## src/rtl/dec_pkg.sv

```systemverilog
// Package: shared register map and constants for the keyed decrementer.
// Assumes a word-addressed port with two address bits.
package dec_pkg;

    typedef enum logic [1:0] {
        A_COUNT = 2'd0,
        A_CTRL  = 2'd1,
        A_KEY   = 2'd2,
        A_RSVD  = 2'd3
    } dec_addr_e;

    localparam int CTRL_EN_BIT  = 0;
    localparam int CTRL_ERR_BIT = 1;

    localparam logic [31:0] UNLOCK_KEY = 32'h55CC_AA33;

endpackage

```

## src/rtl/dec_key_gate.sv

```systemverilog
// Module: dec_key_gate
// Holds the unlock state and the sticky write-error bit. It turns a raw
// count-write request into an accepted write only while unlocked.
// Assumes: every reset is synchronous and active low. Any of the three
// resets locks the gate and clears the error bit.
module dec_key_gate
    import dec_pkg::*;
#(
    parameter int          W   = 32,
    parameter logic [W-1:0] KEY = W'(UNLOCK_KEY)
) (
    input  logic         clk,
    input  logic         por_n,
    input  logic         hard_rst_n,
    input  logic         soft_rst_n,
    input  logic         wr_en,
    input  dec_addr_e    addr,
    input  logic [W-1:0] wdata,
    output logic         unlocked,
    output logic         wr_err,
    output logic         cnt_wr_ok
);

    logic any_rst;
    logic key_wr;
    logic cnt_req;
    logic err_clr;

    // Decode the write strobes that concern the gate.
    always_comb begin
        any_rst   = !por_n || !hard_rst_n || !soft_rst_n;
        key_wr    = wr_en && (addr == A_KEY);
        cnt_req   = wr_en && (addr == A_COUNT);
        err_clr   = wr_en && (addr == A_CTRL) && wdata[CTRL_ERR_BIT];
        cnt_wr_ok = cnt_req && unlocked;
    end

    // Unlock on a matching key, relock on any other key value.
    always_ff @(posedge clk) begin
        if (any_rst) begin
            unlocked <= 1'b0;
        end else if (key_wr) begin
            unlocked <= (wdata == KEY);
        end
    end

    // Sticky error on a locked count write, cleared by write-one.
    always_ff @(posedge clk) begin
        if (any_rst) begin
            wr_err <= 1'b0;
        end else if (cnt_req && !unlocked) begin
            wr_err <= 1'b1;
        end else if (err_clr) begin
            wr_err <= 1'b0;
        end
    end

    AST_LOCKED_WR_ERR: assert property (@(posedge clk) disable iff (any_rst)
        (cnt_req && !unlocked) |=> wr_err);

    AST_BAD_KEY_LOCKS: assert property (@(posedge clk) disable iff (any_rst)
        (key_wr && (wdata != KEY)) |=> !unlocked);

    AST_GOOD_KEY_OPENS: assert property (@(posedge clk) disable iff (any_rst)
        (key_wr && (wdata == KEY)) |=> unlocked);

endmodule

```

## src/rtl/dec_counter.sv

```systemverilog
// Module: dec_counter
// The down-counter and its enable bit. An accepted write has priority over
// a tick. Only power-on reset touches the count or the enable bit.
// Assumes: tick is a single-cycle enable in the clk domain.
module dec_counter #(
    parameter int W = 32
) (
    input  logic         clk,
    input  logic         por_n,
    input  logic         tick,
    input  logic         ctrl_wr,
    input  logic         ctrl_en,
    input  logic         cnt_wr,
    input  logic [W-1:0] wdata,
    output logic [W-1:0] count,
    output logic         enable
);

    localparam logic [W-1:0] ONE = W'(1);

    logic step;

    // A decrement is due when ticking, enabled and no write is accepted.
    always_comb begin
        step = tick && enable && !cnt_wr;
    end

    // Count register: load, decrement or hold.
    always_ff @(posedge clk) begin
        if (!por_n) begin
            count <= '0;
        end else if (cnt_wr) begin
            count <= wdata;
        end else if (step) begin
            count <= count - ONE;
        end
    end

    // Enable bit, written through the control word.
    always_ff @(posedge clk) begin
        if (!por_n) begin
            enable <= 1'b0;
        end else if (ctrl_wr) begin
            enable <= ctrl_en;
        end
    end

    AST_HOLD_IDLE: assert property (@(posedge clk) disable iff (!por_n)
        (!cnt_wr && !(tick && enable)) |=> $stable(count));

    AST_DEC_BY_ONE: assert property (@(posedge clk) disable iff (!por_n)
        (tick && enable && !cnt_wr) |=> (count == $past(count) - ONE));

    AST_WRITE_LOADS: assert property (@(posedge clk) disable iff (!por_n)
        cnt_wr |=> (count == $past(wdata)));

endmodule

```

## src/rtl/dec_irq.sv

```systemverilog
// Module: dec_irq
// Detects a 0-to-1 change of the counter MSB, keeps a single sticky
// pending flag and emits a one-cycle wake pulse per event.
// Assumes: msb comes from a register, so detection adds one cycle.
module dec_irq (
    input  logic clk,
    input  logic por_n,
    input  logic msb,
    input  logic ack,
    output logic pending,
    output logic wake
);

    logic msb_q;
    logic rise;

    // Edge detect against the previous MSB.
    always_comb begin
        rise = msb && !msb_q;
    end

    // Remember the last MSB value.
    always_ff @(posedge clk) begin
        if (!por_n) begin
            msb_q <= 1'b0;
        end else begin
            msb_q <= msb;
        end
    end

    // Sticky request, where a new event outranks the acknowledge.
    always_ff @(posedge clk) begin
        if (!por_n) begin
            pending <= 1'b0;
        end else if (rise) begin
            pending <= 1'b1;
        end else if (ack) begin
            pending <= 1'b0;
        end
    end

    // One-cycle wake pulse for every event.
    always_ff @(posedge clk) begin
        if (!por_n) begin
            wake <= 1'b0;
        end else begin
            wake <= rise;
        end
    end

    AST_EVENT_PENDS: assert property (@(posedge clk) disable iff (!por_n)
        rise |=> pending);

    AST_ACK_CLEARS: assert property (@(posedge clk) disable iff (!por_n)
        (ack && !rise) |=> !pending);

    AST_WAKE_WITH_PEND: assert property (@(posedge clk) disable iff (!por_n)
        wake |-> pending);

    AST_RISE_WAKES: assert property (@(posedge clk) disable iff (!por_n)
        $rose(pending) |-> wake);

    AST_WAKE_SINGLE: assert property (@(posedge clk) disable iff (!por_n)
        wake |=> !wake);

endmodule

```

## src/rtl/keyed_decrementer.sv

```systemverilog
// Module: keyed_decrementer (top)
// A keyed 32-bit decrementer with an MSB-rise interrupt. It ties together
// the key gate, the counter and the interrupt logic, and muxes the read view.
// Assumes: synchronous active-low resets, and reads without side effects.
module keyed_decrementer
    import dec_pkg::*;
#(
    parameter int W = 32
) (
    input  logic         clk,
    input  logic         por_n,
    input  logic         hard_rst_n,
    input  logic         soft_rst_n,
    input  logic         tb_tick,
    input  logic         wr_en,
    input  logic [1:0]   addr,
    input  logic [W-1:0] wdata,
    output logic [W-1:0] rdata,
    input  logic         irq_ack,
    output logic         irq_pending,
    output logic         wake
);

    dec_addr_e    a_sel;
    logic         unlocked;
    logic         wr_err;
    logic         cnt_wr_ok;
    logic         ctrl_wr;
    logic [W-1:0] count;
    logic         enable;

    // Cast the raw address and decode the control write.
    always_comb begin
        a_sel   = dec_addr_e'(addr);
        ctrl_wr = wr_en && (a_sel == A_CTRL);
    end

    dec_key_gate #(.W(W)) u_gate (
        .clk        (clk),
        .por_n      (por_n),
        .hard_rst_n (hard_rst_n),
        .soft_rst_n (soft_rst_n),
        .wr_en      (wr_en),
        .addr       (a_sel),
        .wdata      (wdata),
        .unlocked   (unlocked),
        .wr_err     (wr_err),
        .cnt_wr_ok  (cnt_wr_ok)
    );

    dec_counter #(.W(W)) u_cnt (
        .clk     (clk),
        .por_n   (por_n),
        .tick    (tb_tick),
        .ctrl_wr (ctrl_wr),
        .ctrl_en (wdata[CTRL_EN_BIT]),
        .cnt_wr  (cnt_wr_ok),
        .wdata   (wdata),
        .count   (count),
        .enable  (enable)
    );

    dec_irq u_irq (
        .clk     (clk),
        .por_n   (por_n),
        .msb     (count[W-1]),
        .ack     (irq_ack),
        .pending (irq_pending),
        .wake    (wake)
    );

    // Read view selected by address, without side effects.
    always_comb begin
        rdata = '0;
        unique case (a_sel)
            A_COUNT: rdata = count;
            A_CTRL: begin
                rdata[CTRL_EN_BIT]  = enable;
                rdata[CTRL_ERR_BIT] = wr_err;
            end
            A_KEY:   rdata[0] = unlocked;
            A_RSVD:  rdata = '0;
        endcase
    end

    AST_LOCKED_NO_LOAD: assert property (@(posedge clk) disable iff (!por_n)
        (wr_en && (a_sel == A_COUNT) && !unlocked && !tb_tick) |=> $stable(count));

endmodule

```

## config.mk

```make
export PLATFORM = sky130hd
export DESIGN_NAME = keyed_decrementer
export DESIGN_NICKNAME = d
export VERILOG_FILES = /design/src/rtl/dec_pkg.sv /design/src/rtl/dec_key_gate.sv /design/src/rtl/dec_counter.sv /design/src/rtl/dec_irq.sv /design/src/rtl/keyed_decrementer.sv
export SDC_FILE = /design/constraint.sdc
export NUM_CORES = 1
export LEC_CHECK = 0
export CAP_MARGIN = 10
export CORE_ASPECT_RATIO = 2
export CORE_UTILIZATION = 50
export DETAILED_ROUTE_END_ITERATION = 12
export GPL_TIMING_DRIVEN = 0
export PLACE_DENSITY = 0.91
export SETUP_SLACK_MARGIN = 0.05
export SLEW_MARGIN = 20
export SYNTH_ARGS = -nofsm -noshare
export SYNTH_HDL_FRONTEND = slang
export SYNTH_SLANG_ARGS = --single-unit
```

## constraint.sdc

```tcl
create_clock -name clk -period 3.8 [get_ports clk]
set_clock_uncertainty 0.05 [all_clocks]
set_input_delay 0.95 -clock clk [delete_from_list [all_inputs] [get_ports clk]]
set_output_delay 0.95 -clock clk [all_outputs]
set_load 0.05 [all_outputs]
```

Word level (Yosys, flattened, before mapping)
Cells that the tools add are included.
{"block": "op_classes", "add_sub_neg": 1, "n_eq_ne": 4, "muxes": 9, "reduce_logical": 21}
{"op": "two-way mux 32 bit", "n": 2}
{"op": "equality test 32 x 31 -> 1 bit (second input constant)", "n": 1}
{"op": "subtractor 32 x 1 -> 32 bit (second input constant)", "n": 1}
{"op": "two-way mux 30 bit", "n": 1}
{"op": "logical AND 1 bit", "n": 9}
{"op": "zero test 1 bit", "n": 6}
{"op": "nonzero test 2 bit", "n": 3}
{"op": "equality test 2 bit (second input constant)", "n": 2}
{"op": "two-way mux 1 bit", "n": 4}
{"op": "case mux 1 bit (4 select lines)", "n": 1}
{"op": "equality test 2 x 1 -> 1 bit (second input constant)", "n": 1}
{"op": "zero test 2 bit", "n": 1}
{"op": "logical OR 1 bit", "n": 2}
{"op": "case mux 1 bit (2 select lines)", "n": 1}
{"block": "word_totals", "regBits": 38, "input_bits": 41, "out_inout_bits": 34, "wordCells": 42}

Logic depth before layout (Yosys ltp)
Gate-level depths: netlist (run 1).
{"block": "logic_depth", "word_depth": 7, "mapped_depth": 8, "depth_no_buf": 6}

By module
Synthesis (run 1) repeated with hierarchy kept, for this count alone.
{"block": "unflattened", "hier_cells": 306, "hier_area_um2": 2519.9}
{"mod": "dec_counter", "instances": 1, "cells_per_inst": 232, "area_per_inst_um2": 1895.6, "seq_area_each_um2": 660.6}
{"mod": "keyed_decrementer", "instances": 1, "cells_per_inst": 41, "area_per_inst_um2": 329.1, "seq_area_each_um2": 0.0}
{"mod": "dec_key_gate", "instances": 1, "cells_per_inst": 24, "area_per_inst_um2": 200.2, "seq_area_each_um2": 40.0}
{"mod": "dec_irq", "instances": 1, "cells_per_inst": 9, "area_per_inst_um2": 95.1, "seq_area_each_um2": 60.1}

Worst setup path after synthesis (run 1)
No wires, ideal clock.
{"block": "synth_timing", "kind": "in2out", "from": "in addr[0]", "to": "out rdata[0]", "arrival_ns": 2.421, "required_ns": 2.800, "path_slack_ns": 0.379, "cell_stages": 3, "path_buffers": 1, "cell_sequence": "clkbuf_1 -> mux2i_1 -> o21ai_0"}
{"block": "synth_between", "elab_chain_len": 2, "elab_cells_between_ends": 5, "classes_between": "eq/ne (3); mux (1); reduce/logical (1)"}
{"item": "from (decl)", "line_no": "keyed_decrementer.sv:16", "text": "input logic [1:0] addr,"}
{"item": "equality test 2 bit (tied with other cells)", "line_no": "keyed_decrementer.sv:75", "text": "unique case (a_sel)"}
{"item": "case mux 1 bit (4 select lines) *", "line_no": "keyed_decrementer.sv:75"}
{"item": "to (decl)", "line_no": "keyed_decrementer.sv:18", "text": "output logic [W-1:0] rdata,"}
Every way passes the cells marked *; elsewhere a longest branch is shown, timed or not.

Worst setup path after layout (run 1)
{"block": "layout_timing", "from": "in addr[1]", "to": "out rdata[16]"}
{"block": "layout_between", "elab_chain_len": 2}
{"item": "zero test 2 bit", "line_no": "keyed_decrementer.sv:75"}
{"item": "two-way mux 30 bit", "line_no": "keyed_decrementer.sv:75"}
Every way passes these cells.

==> metrics.txt, run 1 <==
hold buffer count at cts 0; synthesized area divided by synthesized cell count 7.973 um2; number of search-and-repair iterations in the first detailed-routing pass 5; # Post-CTS Setup Buffers 0; setup slack of the most critical reg-to-reg path 1.00 ns; share of flip-flops with an asynchronous set or reset after synthesis 0%; sort of element at the start of the critical path input pin; final-layout worst hold slack 0.3690 ns; via count of the first global-routing pass 2,814; minimum clock period 3.619 ns; number of different library cells in the post-synthesis netlist 43; total global-route track usage 32.05%; CTS Sinks 38; Worst Reg-to-Reg Cells 8; max-slew violations 0; count of non-filler cells in the finished layout about 430; worst-skew pair later-pin latency 0.29 ns; placeable core area 4598 um2; total die area 5049 um2; Root Driver sky130_fd_sc_hd__clkbuf_8; Final Setup Violations 0; maximum vdd drop 0.2464 mV; buffer levels on the longest clock path 2; boundary pin count 75; fraction of layout instances using a drive strength above 1 11.35%; required time at the endpoint of the critical path 2.80 ns; Post-Synthesis Net Count 340; highest net fanout along the worst path 10; delay of the slowest critical-path stage roughly 0.54 ns; period utilisation layout a little over nine tenths; endpoints failing hold 0; number of buffer cells added on primary ports 73; standard cell with the maximum stage delay on the critical path sky130_fd_sc_hd__clkdlybuf4s50_1; final design utilization 69.96%; antenna cells 0; sum of overflow across all layers after global routing 0; max-cap violation count 0; highest clock frequency the design can meet 0.2763 GHz; total leakage power between 1 and 1.5 nW; Seq cells post-synth 38; filler instances 392; pin count of the biggest net entering global routing 12; Die W 50.75 um; number of buffers created by CTS 5; number of antenna violations at the first check in global routing 0; wire length of the first global-routing pass 12.44 mm; nets 420; share of synthesized area occupied by flip-flops and latches 32.02%; ordered cell list for the critical path clkdlybuf4s50_1 > nor2_2 > clkbuf_1 > and2_1 > clkdlybuf4s15_2; most common cell after layout, fill and taps aside sky130_fd_sc_hd__clkdlybuf4s50_1; setup repair after global routing missed its margin false; commonest register cell after synthesis sky130_fd_sc_hd__dfxtp_1; initial cell density of the core roughly half; worst slew slack as a fraction of its limit about three fifths; worst hold-check path type flop to flop; depth of the CTS H-tree 2; count of flip-flops with a built-in enable after synthesis 0; total length of routed wires 7.734 mm; detailed-route wire length per cell 17.82 um; half-perimeter wire length of the detailed placement result 5.742 mm; power per cell area 281.9 nW/um2; post-route cell area 3217 um2; synthesized netlist cell count 298; cell area reported after detailed placement ~3200 um2; most used cells in the layout excluding fill and tap cells sky130_fd_sc_hd__clkdlybuf4s50_1 (44), sky130_fd_sc_hd__dfxtp_1 (38), sky130_fd_sc_hd__o21ai_0 (30), sky130_fd_sc_hd__and2_1 (30), sky130_fd_sc_hd__or4_1 (20); site row count 35; Avg Vias per Cell 6.445; transition time at the pin with the least slew margin 0.5858 ns; placed cell count 426; DRC errors left 0; Layout area overhead 35.39%; count of yosys warnings during synthesis 0; type of element capturing the critical path output pin; Iter 0 DRT Violations 131; clock transition time at the flip-flop clock pins of the worst setup and hold paths roughly 0.080 ns; setup tns final 0 ns; critical path data arrival time 2.62 ns; result of the run complete, no violations; Antenna Nets Post-Route 0; gp weighted congestion 0.9264; Critical Setup Path Class input pin to output pin; combined area of all synthesized cells 2376 um2; via count 2,797; clock tree from TritonCTS yes; height of the die 99.49 um; Hold Crit Depth 1
cells by family after synthesis:
family                     after synthesis  synth area share [%]
muxes                                    3                 1.264
xor gates and xnor gates                 9                 3.318
AOI/OAI and AO/OA                       85                 22.17
adders and majority gates                1                0.5265
DFF                                     38                 32.02
and+or+nand+nor                        132                 35.28
buffers and inverters                   30                 5.423
layer usage:
layer / global-route usage (%) / routed length, um / up-vias / part of all wire [%]
met5: 0 / 0 / - / 0
met1: 31.27 / 2581 / 1304 / 33
met2: 59.38 / 4201 / 167 / 54
li1: - / - / 1286 / -
met3: 4.281 / 576 / 40 / 7.4
met4: 21.79 / 376 / 0 / 4.9
final cells by class:
cell class | count | area (um2) | area share, %
buffer | 23 | 105.1 | 3.267
clock buffer | 7 | 86.33 | 2.684
clock inverter | 1 | 5.005 | 0.1556
inverter | 7 | 26.28 | 0.8168
multi-input combinational | 230 | 1489 | 46.29
sequential | 38 | 760.7 | 23.65
tap | 55 | 68.82 | 2.139
timing repair buffer | 73 | 675.6 | 21.00
timing repair:
item	CTS	global route
setup endpoints to repair	29	16
gates resized for setup	70	23
endpoints found under the hold margin	0	0
report_power, final:
part           internal [mW]  total, mW  switching [mW]
clock                  0.147      0.295           0.148
combinational         0.0895      0.194           0.105
sequential             0.407      0.418          0.0110
total                  0.643      0.907           0.264
cells in the mapped netlist (all sizes together) (2+ instances only):
cell     instances  area, um2
buf              6      38.78
dfxtp           38      760.7
nor4b            2      17.52
clkbuf          17      63.81
nand3            4      20.02
or2              8      50.05
nor2b            2      12.51
o31ai           15      112.6
o21ai           30      150.1
nor4bb           3      30.03
nor4             8      50.05
nand3b           3      22.52
and2            30      187.7
xnor2            7      61.31
nand4b           2      17.52
xor2             2      17.52
or3             10      62.56
nand4            3      18.77
o41ai            2      17.52
nor2            15      56.30
nand4bb          3      33.78
mux2i            3      30.03
a211oi           4      30.03
or4             21      161.4
nor3             4      20.02
or4b             2      20.02
nand2            9      33.78
a311oi           2      17.52
inv              6      22.52
a21oi           10      50.05
a31oi           18      112.6
flip-flops by register name (all words and copies together) (netlist names):
register         flops
u_gate.unlocked      1
u_irq.msb_q          1
u_gate.wr_err        1
u_irq.pending        1
u_cnt.count         32
u_irq.wake           1
u_cnt.enable         1
stage by stage:
stage	setup WS (ns)	power [mW]
after global routing	0.07428	0.9334
after CTS	0.04813	0.8977
after floorplan	0.3788	0.5325
final	0.1805	0.9067
after detailed placement	-0.6236	0.6164
after global placement	-0.5558	0.6122
worst paths after layout:
kind / start / end
setup / recovery: addr[1] / rdata[16]
hold / removal: u_irq.msb_q / u_irq.wake
setup reg to reg: u_cnt.count[2] / u_cnt.count[21]
hold reg to reg: u_irq.msb_q / u_irq.wake
worst max-delay path: cells and delay by family:
kind | cells | cell delay [ns]
buf+inv | 3 | 1.26
simple gates | 2 | 0.41
Note: power is estimated with default switching activity, not from simulation.
==> inputs of run 2 (changes only) <==
--- a/config.mk
+++ b/config.mk
@@ -6,12 +6,15 @@
 export NUM_CORES = 1
 export LEC_CHECK = 0
 export CAP_MARGIN = 10
+export CELL_PAD_IN_SITES_DETAIL_PLACEMENT = 2
+export CELL_PAD_IN_SITES_GLOBAL_PLACEMENT = 2
 export CORE_ASPECT_RATIO = 2
-export CORE_UTILIZATION = 50
+export CORE_UTILIZATION = 28
 export DETAILED_ROUTE_END_ITERATION = 12
 export GPL_TIMING_DRIVEN = 0
 export PLACE_DENSITY = 0.91
 export SETUP_SLACK_MARGIN = 0.05
+export SKIP_LAST_GASP = 1
 export SLEW_MARGIN = 20
 export SYNTH_ARGS = -nofsm -noshare
 export SYNTH_HDL_FRONTEND = slang
==> metrics.txt, run 2 (synthesized netlist as in run 1, its figures left out) <==
result of the run complete, no violations (unchanged); critical path data arrival time 2.49 ns (was 2.62 ns); Total Power 1.028 mW (was 0.9067 mW); endpoint of the most critical register-to-register path u_cnt.count[29] (was u_cnt.count[21]); gp weighted congestion 0.8468 (was 0.9264); Root Driver sky130_fd_sc_hd__clkbuf_16 (was sky130_fd_sc_hd__clkbuf_8); minimum clock period 3.489 ns (was 3.619 ns); post-route cell area 3316 um2 (was 3217 um2); CTS Sinks 38 (unchanged); final-layout worst hold slack 0.3848 ns (was 0.3690 ns); number of buffer cells added on primary ports 73 (unchanged); clock tree from TritonCTS yes (unchanged); Critical Setup Path Class input pin to output pin (unchanged); DRC errors left 0 (unchanged); wire length of the first global-routing pass 16.26 mm (was 12.44 mm); endpoints failing hold 0 (unchanged); net switching power 0.2907 mW (was 0.2637 mW); number of search-and-repair iterations in the first detailed-routing pass 4 (was 5); power per cell area 310.1 nW/um2 (was 281.9 nW/um2); logic gate share of total power 20.1% (was 21.4%); number of antenna violations at the first check in global routing 0 (unchanged); Clk network pwr share 39.1% (was 32.5%); Final Setup Violations 0 (unchanged); hold buffer count at cts 0 (unchanged); placeable core area 8233 um2 (was 4598 um2); detailed-route wire length per cell 22.00 um (was 17.82 um); number of buffers created by CTS 5 (unchanged); Die W 67.14 um (was 50.75 um); placed cell count 469 (was 426); total global-route track usage 24.67% (was 32.05%); Iter 0 DRT Violations 99 (was 131); height of the die 132.3 um (was 99.49 um); nets 420 (unchanged); flip-flop count of the largest register, all copies and words added 32 (unchanged); initial cell density of the core 28.86% (was 51.67%); pre-CTS setup slack -0.7315 ns (was -0.6236 ns); Largest Register u_cnt.count (unchanged); maximum vdd drop 0.1601 mV (was 0.2464 mV); boundary pin count 75 (unchanged); period utilisation layout 91.82% (was 95.25%); final design utilization 40.27% (was 69.96%); Layout area overhead 39.55% (was 35.39%); Internal 0.7377 mW (was 0.6430 mW); via count of the first global-routing pass 3,173 (was 2,814); buffer levels on the longest clock path 2 (unchanged); antenna cells 0 (unchanged); worst hold-check path type flop to flop (unchanged); type of element capturing the critical path output pin (unchanged); sum of overflow across all layers after global routing 0 (unchanged); count of non-filler cells in the finished layout 476 (was 434); total die area 8880 um2 (was 5049 um2); Avg Vias per Cell 5.964 (was 6.445); transition time at the pin with the least slew margin 0.7730 ns (was 0.5858 ns); Setup crit start addr[0] (was addr[1]); site row count 47 (was 35); clock transition time at the flip-flop clock pins of the worst setup and hold paths 0.05 ns (was 0.08 ns); worst slew slack as a fraction of its limit 47.99% (was 60.58%); most used cells in the layout excluding fill and tap cells sky130_fd_sc_hd__clkdlybuf4s50_1 (43), sky130_fd_sc_hd__dfxtp_1 (38), sky130_fd_sc_hd__o21ai_0 (30), sky130_fd_sc_hd__and2_1 (30), sky130_fd_sc_hd__or4_1 (20) (was sky130_fd_sc_hd__clkdlybuf4s50_1 (44), sky130_fd_sc_hd__dfxtp_1 (38), sky130_fd_sc_hd__o21ai_0 (30), sky130_fd_sc_hd__and2_1 (30), sky130_fd_sc_hd__or4_1 (20)); total leakage power 1.294 nW (was 1.226 nW); total length of routed wires 10.47 mm (was 7.734 mm); Worst Reg-to-Reg Cells 8 (unchanged); Antenna Nets Post-Route 0 (unchanged); r2r startpoint u_cnt.count[2] (unchanged); fraction of layout instances using a drive strength above 1 8.466% (was 11.35%); highest net fanout along the worst path 10 (unchanged); required time at the endpoint of the critical path 2.80 ns (about the same); setup repair after global routing missed its margin false (unchanged); max-cap violation count 0 (unchanged); via count 2,839 (was 2,797); depth of the CTS H-tree 2 (unchanged); half-perimeter wire length of the detailed placement result 8.025 mm (was 5.742 mm); pin count of the biggest net entering global routing 11 (was 12); most common cell after layout, fill and taps aside sky130_fd_sc_hd__clkdlybuf4s50_1 (unchanged); part of the total power dissipated in sequential elements 40.8% (was 46.1%); cell area reported after detailed placement 3229 um2 (was 3176 um2); setup tns final 0 ns (unchanged); highest clock frequency the design can meet 0.2866 GHz (was 0.2763 GHz); max-slew violations 0 (unchanged); sort of element at the start of the critical path input pin (unchanged); capture point of the worst path rdata[0] (was rdata[16]); worst-skew pair later-pin latency 0.28 ns (was 0.29 ns); setup slack of the most critical reg-to-reg path 0.94 ns (was 1.00 ns); PnR worst setup slack 0.3108 ns (was 0.1805 ns); switching share of total power 28.26% (was 29.09%)
run 2: cell count changes in the layout (fill, tap and decap cells not counted):
cell                              before  now
sky130_fd_sc_hd__dlygate4sd2_1         9   19
sky130_fd_sc_hd__clkdlybuf4s15_2       9    1
sky130_fd_sc_hd__clkbuf_8              6    0
sky130_fd_sc_hd__clkbuf_16             0    5
sky130_fd_sc_hd__buf_2                12    8
sky130_fd_sc_hd__clkdlybuf4s18_2       0    2
sky130_fd_sc_hd__clkbuf_4              0    1
sky130_fd_sc_hd__clkdlybuf4s50_1      44   43
sky130_fd_sc_hd__clkinv_2              1    0
sky130_fd_sc_hd__dlymetal6s2s_1        0    1
run 2: worst max-delay path, cell delays in order:
cell and delay, ns:
sky130_fd_sc_hd__clkbuf_1 0.37, sky130_fd_sc_hd__mux2i_1 0.16, sky130_fd_sc_hd__o21ai_0 0.18, sky130_fd_sc_hd__clkdlybuf4s50_1 0.83
run 2: power by group through the flow:
stage / registers, mW / logic (mW) / clock network (mW)
6_report: 0.419 / 0.207 / 0.402
3_5_place_dp: 0.428 / 0.203 / 0
5_1_grt: 0.421 / 0.220 / 0.422
4_1_cts: 0.419 / 0.206 / 0.409
3_3_place_gp: 0.427 / 0.195 / 0
2_1_floorplan: 0.424 / 0.108 / 0
run 2: cell type report:
type | count | area [um2]
Fill cell | 961 | 4917
Multi-Input combinational cell | 230 | 1489
Sequential cell | 38 | 760.7
Timing Repair Buffer | 73 | 675.6
Clock buffer | 7 | 132.6
Tap cell | 98 | 122.6
Buffer | 23 | 108.9
Inverter | 7 | 26.28
run 2: metal layers:
layer	global-route usage, %	up-vias	part of all wire [%]
met5	0	-	0
met3	2.595	37	2.8
met2	46.67	96	57
li1	-	1285	-
met1	23.70	1421	35
met4	14.89	0	5.0
run 2: repair_timing:
action,in CTS,in global routing
buffers inserted,0,0
gates cloned,0,0
resized for setup,55,16
setup endpoints to repair,29,14
run 2: how the worst min path moves through the flow:
stage	depth (start not counted)	from	slack, ns	to
after floorplan	1	u_irq.msb_q	0.34	u_irq.wake
after global placement	1	u_irq.msb_q	0.34	u_irq.wake
after detailed placement	1	u_irq.msb_q	0.37	u_irq.wake
after CTS	1	u_irq.msb_q	0.38	u_irq.wake
after global routing	1	u_irq.msb_q	0.40	u_irq.wake
final	1	u_irq.msb_q	0.38	u_irq.wake
